File: src/rtl/nor_cmd_seq_pkg.sv
package nor_cmd_seq_pkg;

  localparam int CMP_W = 15;
  localparam logic [CMP_W-1:0] KEY_ADDR_A = 15'h5555;
  localparam logic [CMP_W-1:0] KEY_ADDR_B = 15'h2AAA;

  typedef enum logic [2:0] {
    SQ_IDLE, SQ_U1, SQ_U2, SQ_PGM, SQ_E1, SQ_E2, SQ_E3
  } seq_t;

  typedef enum logic [1:0] {
    MD_ARRAY = 2'd0, MD_ID = 2'd1, MD_QRY = 2'd2
  } mode_t;

  typedef enum logic [1:0] {
    OP_PROG = 2'd0, OP_SECT = 2'd1, OP_BLK = 2'd2, OP_CHIP = 2'd3
  } op_t;

  typedef enum logic [3:0] {
    CM_AA, CM_55, CM_A0, CM_80, CM_90, CM_98, CM_F0,
    CM_10, CM_30, CM_50, CM_NONE
  } cmd_t;

  typedef struct packed {
    logic at_a;
    logic at_b;
    cmd_t cmd;
  } wr_dec_t;

endpackage

File: src/rtl/nor_cmd_decode.sv
module nor_cmd_decode
  import nor_cmd_seq_pkg::*;
(
  input  logic [CMP_W-1:0] addr_lo,
  input  logic [7:0]       data,
  output wr_dec_t          dec
);

  always_comb begin
    dec.at_a = (addr_lo == KEY_ADDR_A);
    dec.at_b = (addr_lo == KEY_ADDR_B);
    unique case (data)
      8'hAA:   dec.cmd = CM_AA;
      8'h55:   dec.cmd = CM_55;
      8'hA0:   dec.cmd = CM_A0;
      8'h80:   dec.cmd = CM_80;
      8'h90:   dec.cmd = CM_90;
      8'h98:   dec.cmd = CM_98;
      8'hF0:   dec.cmd = CM_F0;
      8'h10:   dec.cmd = CM_10;
      8'h30:   dec.cmd = CM_30;
      8'h50:   dec.cmd = CM_50;
      default: dec.cmd = CM_NONE;
    endcase
  end

endmodule

File: src/rtl/nor_cmd_fsm.sv
module nor_cmd_fsm
  import nor_cmd_seq_pkg::*;
(
  input  logic    clk,
  input  logic    rst_n,
  input  logic    wr_valid,
  input  logic    busy,
  input  wr_dec_t dec,
  output logic    go,
  output op_t     go_type,
  output mode_t   mode
);

  seq_t  seq_q, seq_d;
  mode_t mode_q, mode_d;
  logic  accept;

  assign accept = wr_valid && !busy;
  assign mode   = mode_q;

  always_comb begin
    seq_d   = seq_q;
    mode_d  = mode_q;
    go      = 1'b0;
    go_type = OP_PROG;
    if (accept) begin
      unique case (seq_q)
        SQ_IDLE: begin
          if (mode_q != MD_ARRAY && dec.cmd == CM_F0) mode_d = MD_ARRAY;
          else if (dec.at_a && dec.cmd == CM_AA)      seq_d  = SQ_U1;
        end
        SQ_U1: seq_d = (dec.at_b && dec.cmd == CM_55) ? SQ_U2 : SQ_IDLE;
        SQ_U2: begin
          seq_d = SQ_IDLE;
          if (dec.at_a) begin
            if (mode_q == MD_ARRAY) begin
              unique case (dec.cmd)
                CM_A0:   seq_d  = SQ_PGM;
                CM_80:   seq_d  = SQ_E1;
                CM_90:   mode_d = MD_ID;
                CM_98:   mode_d = MD_QRY;
                default: seq_d  = SQ_IDLE;
              endcase
            end else if (dec.cmd == CM_F0) begin
              mode_d = MD_ARRAY;
            end
          end
        end
        SQ_PGM: begin
          seq_d   = SQ_IDLE;
          go      = 1'b1;
          go_type = OP_PROG;
        end
        SQ_E1: seq_d = (dec.at_a && dec.cmd == CM_AA) ? SQ_E2 : SQ_IDLE;
        SQ_E2: seq_d = (dec.at_b && dec.cmd == CM_55) ? SQ_E3 : SQ_IDLE;
        SQ_E3: begin
          seq_d = SQ_IDLE;
          if (dec.at_a && dec.cmd == CM_10) begin
            go = 1'b1; go_type = OP_CHIP;
          end else if (dec.cmd == CM_30) begin
            go = 1'b1; go_type = OP_SECT;
          end else if (dec.cmd == CM_50) begin
            go = 1'b1; go_type = OP_BLK;
          end
        end
        default: seq_d = SQ_IDLE;
      endcase
    end
  end

  always_ff @(posedge clk or negedge rst_n) begin
    if (!rst_n) begin
      seq_q  <= SQ_IDLE;
      mode_q <= MD_ARRAY;
    end else if (accept) begin
      seq_q  <= seq_d;
      mode_q <= mode_d;
    end
  end

endmodule

File: src/rtl/nor_cmd_oplatch.sv
module nor_cmd_oplatch
  import nor_cmd_seq_pkg::*;
#(
  parameter int ADDR_W   = 20,
  parameter int SECT_LSB = 12,
  parameter int BLK_LSB  = 16
) (
  input  logic              clk,
  input  logic              rst_n,
  input  logic              go,
  input  op_t               go_type,
  input  logic [ADDR_W-1:0] addr,
  input  logic [7:0]        data,
  output logic              op_start,
  output logic [1:0]        op_type,
  output logic [ADDR_W-1:0] op_addr,
  output logic [7:0]        op_data
);

  localparam logic [ADDR_W-1:0] SECT_MASK = {ADDR_W{1'b1}} << SECT_LSB;
  localparam logic [ADDR_W-1:0] BLK_MASK  = {ADDR_W{1'b1}} << BLK_LSB;
  localparam logic [7:0]        ERASED    = 8'hFF;

  logic [ADDR_W-1:0] addr_d;
  logic [7:0]        data_d;

  always_comb begin
    unique case (go_type)
      OP_PROG: begin addr_d = addr;             data_d = data;   end
      OP_SECT: begin addr_d = addr & SECT_MASK; data_d = ERASED; end
      OP_BLK:  begin addr_d = addr & BLK_MASK;  data_d = ERASED; end
      default: begin addr_d = '0;               data_d = ERASED; end
    endcase
  end

  always_ff @(posedge clk or negedge rst_n) begin
    if (!rst_n) op_start <= 1'b0;
    else        op_start <= go;
  end

  always_ff @(posedge clk or negedge rst_n) begin
    if (!rst_n) begin
      op_type <= '0;
      op_addr <= '0;
      op_data <= '0;
    end else if (go) begin
      op_type <= go_type;
      op_addr <= addr_d;
      op_data <= data_d;
    end
  end

endmodule

File: src/rtl/nor_cmd_idmux.sv
module nor_cmd_idmux
  import nor_cmd_seq_pkg::*;
#(
  parameter int         ADDR_W = 20,
  parameter logic [7:0] MFR_ID = 8'hBF,
  parameter logic [7:0] DEV_ID = 8'hD8
) (
  input  mode_t             mode,
  input  logic [ADDR_W-1:0] rd_addr,
  output logic [7:0]        id_byte
);

  logic upper_zero;
  assign upper_zero = (rd_addr[ADDR_W-1:1] == '0);

  always_comb begin
    if (mode == MD_ID && upper_zero) id_byte = rd_addr[0] ? DEV_ID : MFR_ID;
    else                             id_byte = 8'h00;
  end

endmodule

File: src/rtl/nor_cmd_seq.sv
module nor_cmd_seq
  import nor_cmd_seq_pkg::*;
#(
  parameter int ADDR_W   = 20,
  parameter int SECT_LSB = 12,
  parameter int BLK_LSB  = 16
) (
  input  logic              clk,
  input  logic              rst_n,
  input  logic              wr_valid,
  input  logic [ADDR_W-1:0] wr_addr,
  input  logic [7:0]        wr_data,
  input  logic              busy,
  input  logic [ADDR_W-1:0] rd_addr,
  output logic              op_start,
  output logic [1:0]        op_type,
  output logic [ADDR_W-1:0] op_addr,
  output logic [7:0]        op_data,
  output logic [1:0]        rd_mode,
  output logic [7:0]        id_byte
);

  logic [1:0] rst_pipe;
  logic       rst_sync_n;
  wr_dec_t    dec;
  logic       go;
  op_t        go_type;
  mode_t      mode;

  // asynchronous assertion, synchronous release
  always_ff @(posedge clk or negedge rst_n) begin
    if (!rst_n) rst_pipe <= 2'b00;
    else        rst_pipe <= {rst_pipe[0], 1'b1};
  end
  assign rst_sync_n = rst_pipe[1];

  nor_cmd_decode u_dec (
    .addr_lo (wr_addr[CMP_W-1:0]),
    .data    (wr_data),
    .dec     (dec)
  );

  nor_cmd_fsm u_fsm (
    .clk      (clk),
    .rst_n    (rst_sync_n),
    .wr_valid (wr_valid),
    .busy     (busy),
    .dec      (dec),
    .go       (go),
    .go_type  (go_type),
    .mode     (mode)
  );

  nor_cmd_oplatch #(
    .ADDR_W   (ADDR_W),
    .SECT_LSB (SECT_LSB),
    .BLK_LSB  (BLK_LSB)
  ) u_lat (
    .clk      (clk),
    .rst_n    (rst_sync_n),
    .go       (go),
    .go_type  (go_type),
    .addr     (wr_addr),
    .data     (wr_data),
    .op_start (op_start),
    .op_type  (op_type),
    .op_addr  (op_addr),
    .op_data  (op_data)
  );

  nor_cmd_idmux #(
    .ADDR_W (ADDR_W)
  ) u_id (
    .mode    (mode),
    .rd_addr (rd_addr),
    .id_byte (id_byte)
  );

  assign rd_mode = mode;

endmodule

File: config.mk
export PLATFORM = sky130hd
export DESIGN_NAME = nor_cmd_seq
export DESIGN_NICKNAME = d
export VERILOG_FILES = /design/src/rtl/nor_cmd_seq_pkg.sv /design/src/rtl/nor_cmd_decode.sv /design/src/rtl/nor_cmd_fsm.sv /design/src/rtl/nor_cmd_oplatch.sv /design/src/rtl/nor_cmd_idmux.sv /design/src/rtl/nor_cmd_seq.sv
export SDC_FILE = /design/constraint.sdc
export NUM_CORES = 1
export LEC_CHECK = 0
export BUFFER_PORTS_ARGS = -buffer_cell sky130_fd_sc_hd__buf_2
export CORE_ASPECT_RATIO = 1.75
export CORE_UTILIZATION = 53
export CTS_BUF_LIST = sky130_fd_sc_hd__clkbuf_4
export DETAILED_ROUTE_END_ITERATION = 8
export PLACE_DENSITY = 0.87
export SLEW_MARGIN = 15
export SYNTH_ARGS = -nofsm -noshare
export SYNTH_HDL_FRONTEND = slang
export SYNTH_HIERARCHICAL = 1
export SYNTH_SLANG_ARGS = --single-unit
File: constraint.sdc
create_clock -name clk -period 2.5 [get_ports clk]
set_input_delay 0.125 -clock clk [delete_from_list [all_inputs] [get_ports clk]]
set_output_delay 0.125 -clock clk [all_outputs]
set_load 0.01 [all_outputs]
* Word-level counts from Yosys, hierarchy flattened
Cells that the tools add are included.
** Storage, ports and cells
- Register bits :: 38
- Input bits :: 52
- Output and inout port bits :: 41
** Cells by class
- Equality and inequality tests :: 36
- Multiplexer cells :: 30
- Reductions and logical operators :: 16
** Operators by type and width (number)
- one-hot mux 20 bit (3 select lines) :: 1
- == test 8 bit, second input constant :: 6
- one-hot mux 4 bit (10 select lines) :: 1
- two-way mux 2 bit :: 10
- zero test 19 bit :: 1
- two-way mux 3 bit :: 6
- == test 4 x 3 -> 1 bit, second input constant :: 4
- == test 8 x 7 -> 1 bit, second input constant :: 2
- two-way mux 8 bit :: 2
- == test 15 x 14 -> 1 bit, second input constant :: 1
- == test 15 bit, second input constant :: 1
- one-hot mux 3 bit (5 select lines) :: 1
- == test 3 bit, second input constant :: 3
- == test 4 x 2 -> 1 bit, second input constant :: 2
- == test 4 bit, second input constant :: 2
- == test 8 x 5 -> 1 bit, second input constant :: 1
- == test 8 x 6 -> 1 bit, second input constant :: 1
- one-hot mux 2 bit (2 select lines) :: 2
- two-way mux 7 bit :: 1
- == test 3 x 2 -> 1 bit, second input constant :: 2
- logical AND 1 bit :: 6
- inequality test 2 x 1 -> 1 bit, second input constant :: 3
- one-hot mux 3 bit (2 select lines) :: 1
- AND reduction 6 bit :: 1
- 15 further kinds :: 21

* Depth between registers and ports, before layout
- Depth after elaboration :: 10
- Depth in mapped cells :: 11

* By module
The synthesis kept the hierarchy.
** Modules (own cells, without submodules)
- nor_cmd_oplatch :: instances 1, cells each 128, area each 1331.3 µm², seq. area each 775.7 µm²
- nor_cmd_fsm :: instances 1, cells each 54, area each 455.4 µm², seq. area each 125.1 µm²
- nor_cmd_decode :: instances 1, cells each 36, area each 271.5 µm², seq. area each 0.0 µm²
- nor_cmd_idmux :: instances 1, cells each 17, area each 115.1 µm², seq. area each 0.0 µm²
- nor_cmd_seq :: instances 1, cells each 3, area each 53.8 µm², seq. area each 50.0 µm²

* Worst setup path before layout
No wires, ideal clock.
- Path type :: in2reg
- From :: input port wr_data[5]
- To :: register u_lat.op_type[0]
- Library setup time :: 125 ps
- Data arrival time :: 2507 ps
- Data required time :: 2375 ps
- Path slack :: -131 ps
- Cell stages on the path :: 10
- Cell sequence :: buf_2 or3b_2 nor3_1 nor3_1 or3b_1 o21ai_0 a21oi_1 nor3_1 buf_2 mux2_2
** RTL lines
- from (decl) :: line nor_cmd_seq.sv:12 : input logic [7:0] wr_data,
- to (signal assigned) :: line nor_cmd_oplatch.sv:47 : op_type <= go_type;
- to (decl) :: line nor_cmd_oplatch.sv:15 : output logic [1:0] op_type,

==> impl_metrics.toml <==
[critical_path]
cp.arrival_ns = 2.46
cp_slowest_cell = "or4_1"
crit_required_ns = 2.77
crit_top_cell = "a21oi_1"
cp_top_family = "simple AND/OR/NAND/NOR gates"
path_cells = "buf_2 -> or4_1 -> a21oi_1 -> o21a_1 -> nand3b_1 -> o21ai_0 -> a21oi_1 -> nor3_4 -> buf_12 -> buf_12 -> nor2_1 -> a21oi_1"
cp_max_fo = 24
reg2reg_depth = 6
rr_startpoint = "u_fsm/seq_q[2]$_DFFE_PN0P_"
reg2reg_to = "u_lat/op_data[6]$_DFFE_PN0P_"
setup.worst_path.end_class = "flip-flop"
critPathBufInv = 3
ff2ff_setup_slack_ns = 0.76
critical_path_class = "input port to flip-flop"
max_stage_delay_ns = 0.60
crit_path_start_kind = "input port"

[floorplan]
initial_utilization_pct = 56.51
coreArea_mm2 = 0.003941
row_count = 30
io-pin-count = 93
die_h_um = 87.76
die_x_um = 51
dieArea_mm2 = 0.004476

[sta]
fin_crit_ns = 2.190
whs_ns = -0.0001329
maxSlewViolCount = 0
finalCritPeriodShare_pct = 87.60
finalSetupViolCount = 0
fmaxAchievable_mhz = 456.6
rsz0062_at_grt = "false"
finClkSkew_ns = 0.005639
hold_violations = 1

[synth]
synth-seq-area-share_pct = 42.70
synth-async-reset-ratio_pct = 100.0
synth_cell_types = 48
syn-instance-count = 238
synth_edf_count = 0
synth_area_mm2 = 0.002227
synth_warnings = 6
yosys_most_used_dff = "dfrtp_1"
syn_nets = 290
ys_seq_elements = 38
synth_area_per_cell_um2 = 9.358

[route]
wire_per_inst_um = 15.36
drt-initial-drc-count = 73
antenna_left = 0
via_count = 2193
vias_per_cell = 5.696
dr.pass1.iters = 4
post-route-drc-count = 0
totalWireLength_um = 5914

[power_and_ir_drop]
power_w = 0.001130
p_per_area_mw_per_mm2 = 392.5
irDropWorstVdd_mv = 0.3783
leakage_nw = 1.385

[job]
maxCapViolations = 0

[clock_tree]
cts_tree = "yes"
cts-buffers-inserted = 5
cts_setup_buffers = 0
clk_latency_ns = 0.35
cts.sinks = 38
root_buffer = "clkbuf_4"
clock_path_buffers = 2
h-tree-depth = 2
cts-resized-gates = 0
clk_pin_slew_ns = 0.11

[grt]
grt.total_usage_pct = 28.06
antenna_found_initial = 0
gr-usage-met3_pct = 5.035
grt_pass1_wl_um = 9508
use_met2_pct = 50.48
grt_max_degree = 37
grt_pass1_vias = 2090
top_usage_layer = "met2"
use_met1_pct = 31.04
grt.overflow.total = 0

[finish]
area_delta_synth_final_pct = 29.33
diodes = 0
drive_gt1_share_pct = 41.54
finalNetCount = 389
fill_cells = 338
post-route-cell-area_mm2 = 0.002880

[worst_hold_path]
hold_class = "input port to flip-flop"
hold_depth = 3
min-delay-start = "wr_addr[17]"
hold_end = "u_lat/op_addr[17]$_DFFE_PN0P_"

[placement]
port_buffers = 92
place.gp.congestion = 0.8954
postPlaceCellArea_mm2 = 0.002799
hpwlAfterDp_um = 4435

[run_status]
violations = "negative hold slack"
outcome = "finished, violations left"
cells in the mapped netlist, types with 2 or more instances:
master / count / area share, %
dfrtp_1: 38 / 43
or3b_2: 2 / 0.79
buf_6: 2 / 1.0
o22ai_1: 7 / 2.0
o21ai_0: 7 / 1.6
buf_4: 6 / 2.0
mux2_1: 3 / 1.5
o21a_1: 2 / 0.67
a31oi_1: 2 / 0.56
nor2b_1: 5 / 1.4
or4_1: 2 / 0.67
and2_1: 2 / 0.56
xnor2_1: 2 / 0.79
a21oi_1: 11 / 2.5
inv_1: 21 / 3.5
nand2b_1: 3 / 0.84
nand2_1: 19 / 3.2
a22o_1: 2 / 0.79
nor4_1: 4 / 1.1
nor2_1: 12 / 2.0
buf_2: 7 / 1.6
nand3b_1: 7 / 2.4
a211oi_1: 2 / 0.67
and3_1: 2 / 0.56
nand4b_1: 5 / 2.0
nor4bb_1: 2 / 0.90
or4b_1: 2 / 0.90
nand3_1: 5 / 1.1
nand4_1: 2 / 0.56
or3_2: 2 / 0.67
o21ai_1: 2 / 0.45
o22ai_2: 10 / 5.6
or4b_2: 2 / 0.90
nor3_1: 20 / 4.5
or2_4: 3 / 1.2
worst reg2reg max path, delay by kind of cell (launching register included):
kind,cells,cell delay (ns)
flip-flops,1,0.42
AO/OA/AOI/OAI,1,0.13
buffers and inverters,1,0.19
AND/OR/NAND/NOR,4,0.88
cell families after synthesis:
kind of cell	Yosys count	synth area share [%]
flip-flops	38	42.70
multiplexers	5	2.696
AND/OR/NAND/NOR	107	29.04
other	1	0.1684
XOR/XNOR	2	0.7867
buffers and inverters	36	8.146
AO/OA/AOI/OAI	49	16.46
worst max path at each step:
stage / slack [ns] / depth (start not counted) / start / to
finish: 0.31 / 12 / wr_data[1] / u_lat/op_data[6]$_DFFE_PN0P_
global route: 0.08 / 12 / wr_data[1] / u_lat/op_data[6]$_DFFE_PN0P_
global placement: 0.04 / 10 / wr_data[1] / u_lat/op_type[0]$_DFFE_PN0P_
floorplan: 0.004 / 10 / wr_data[5] / u_lat/op_type[0]$_DFFE_PN0P_
detailed placement: -0.02 / 12 / wr_data[1] / u_lat/op_addr[1]$_DFFE_PN0P_
CTS: 0.34 / 12 / wr_data[1] / u_lat/op_addr[1]$_DFFE_PN0P_
routing by layer:
layer,up-vias,routed length (um)
li1,1057,-
met1,1038,2232
met2,80,3234
met3,18,276
met4,0,170
met5,-,0
area by class of cell:
cell class | instances | area, um2 | area share (%)
Tap cell | 48 | 60.06 | 2.085
Sequential cell | 38 | 950.9 | 33.01
Clock inverter | 2 | 33.78 | 1.173
Clock buffer | 5 | 37.54 | 1.303
Inverter | 21 | 78.83 | 2.737
Timing Repair Buffer | 107 | 613.1 | 21.29
Multi-Input combinational cell | 164 | 1106 | 38.40
where the power goes:
| part | internal [W] | switching [W] | leakage, nW |
|---|---|---|---|
| clock network | 0.000202 | 0.000205 | 0.0387 |
| registers | 0.000616 | 0.000000401 | 0.422 |
| logic | 0.0000499 | 0.0000571 | 0.925 |
| total | 0.000868 | 0.000262 | 1.39 |
layout by cell type (no fill, tap or decap), types with 3 or more instances in the layout:
cell,count
o22ai_1,7
o22ai_2,10
nand3_1,5
nand2_1,19
nand3b_1,7
or2_4,3
dfrtp_1,38
a21oi_1,11
o21ai_0,7
clkbuf_4,5
nor3_1,19
nor2b_1,5
nor2_1,12
inv_1,21
buf_4,11
nor4_1,4
buf_2,92
nand4b_1,5
mux2_1,3
buf_12,3
nand2b_1,3
per-stage QoR:
stage | hold slack, ns | TNS (ns) | setup slack, ns | utilization [%] | cells
finish | -0.0001329 | 0 | 0.3100 | 73.08 | 385
detailed placement | -0.08913 | -0.04114 | -0.02217 | 71.02 | 377
CTS | 0.0004467 | 0 | 0.3362 | 73.08 | 385
global placement | -0.09114 | 0 | 0.04204 | 71.02 | 377
floorplan | -0.1706 | 0 | 0.004400 | - | 238
global route | 0.005305 | 0 | 0.07885 | 73.08 | 385
state kept, by name (all words and copies together) (netlist names):
| signal | count |
|---|---|
| rst_pipe | 2 |
| u_fsm/mode | 2 |
| u_fsm/seq_q | 3 |
| u_lat/op_addr | 20 |
| u_lat/op_data | 8 |
| u_lat/op_start | 1 |
| u_lat/op_type | 2 |
timing repair:
| item | in CTS | in global routing |
|---|---|---|
| endpoints found under the setup margin | 0 | 0 |
| hold buffers | 1 | 0 |
| hold endpoints to repair | 2 | 0 |
Note: power is estimated with default switching activity, not from simulation.
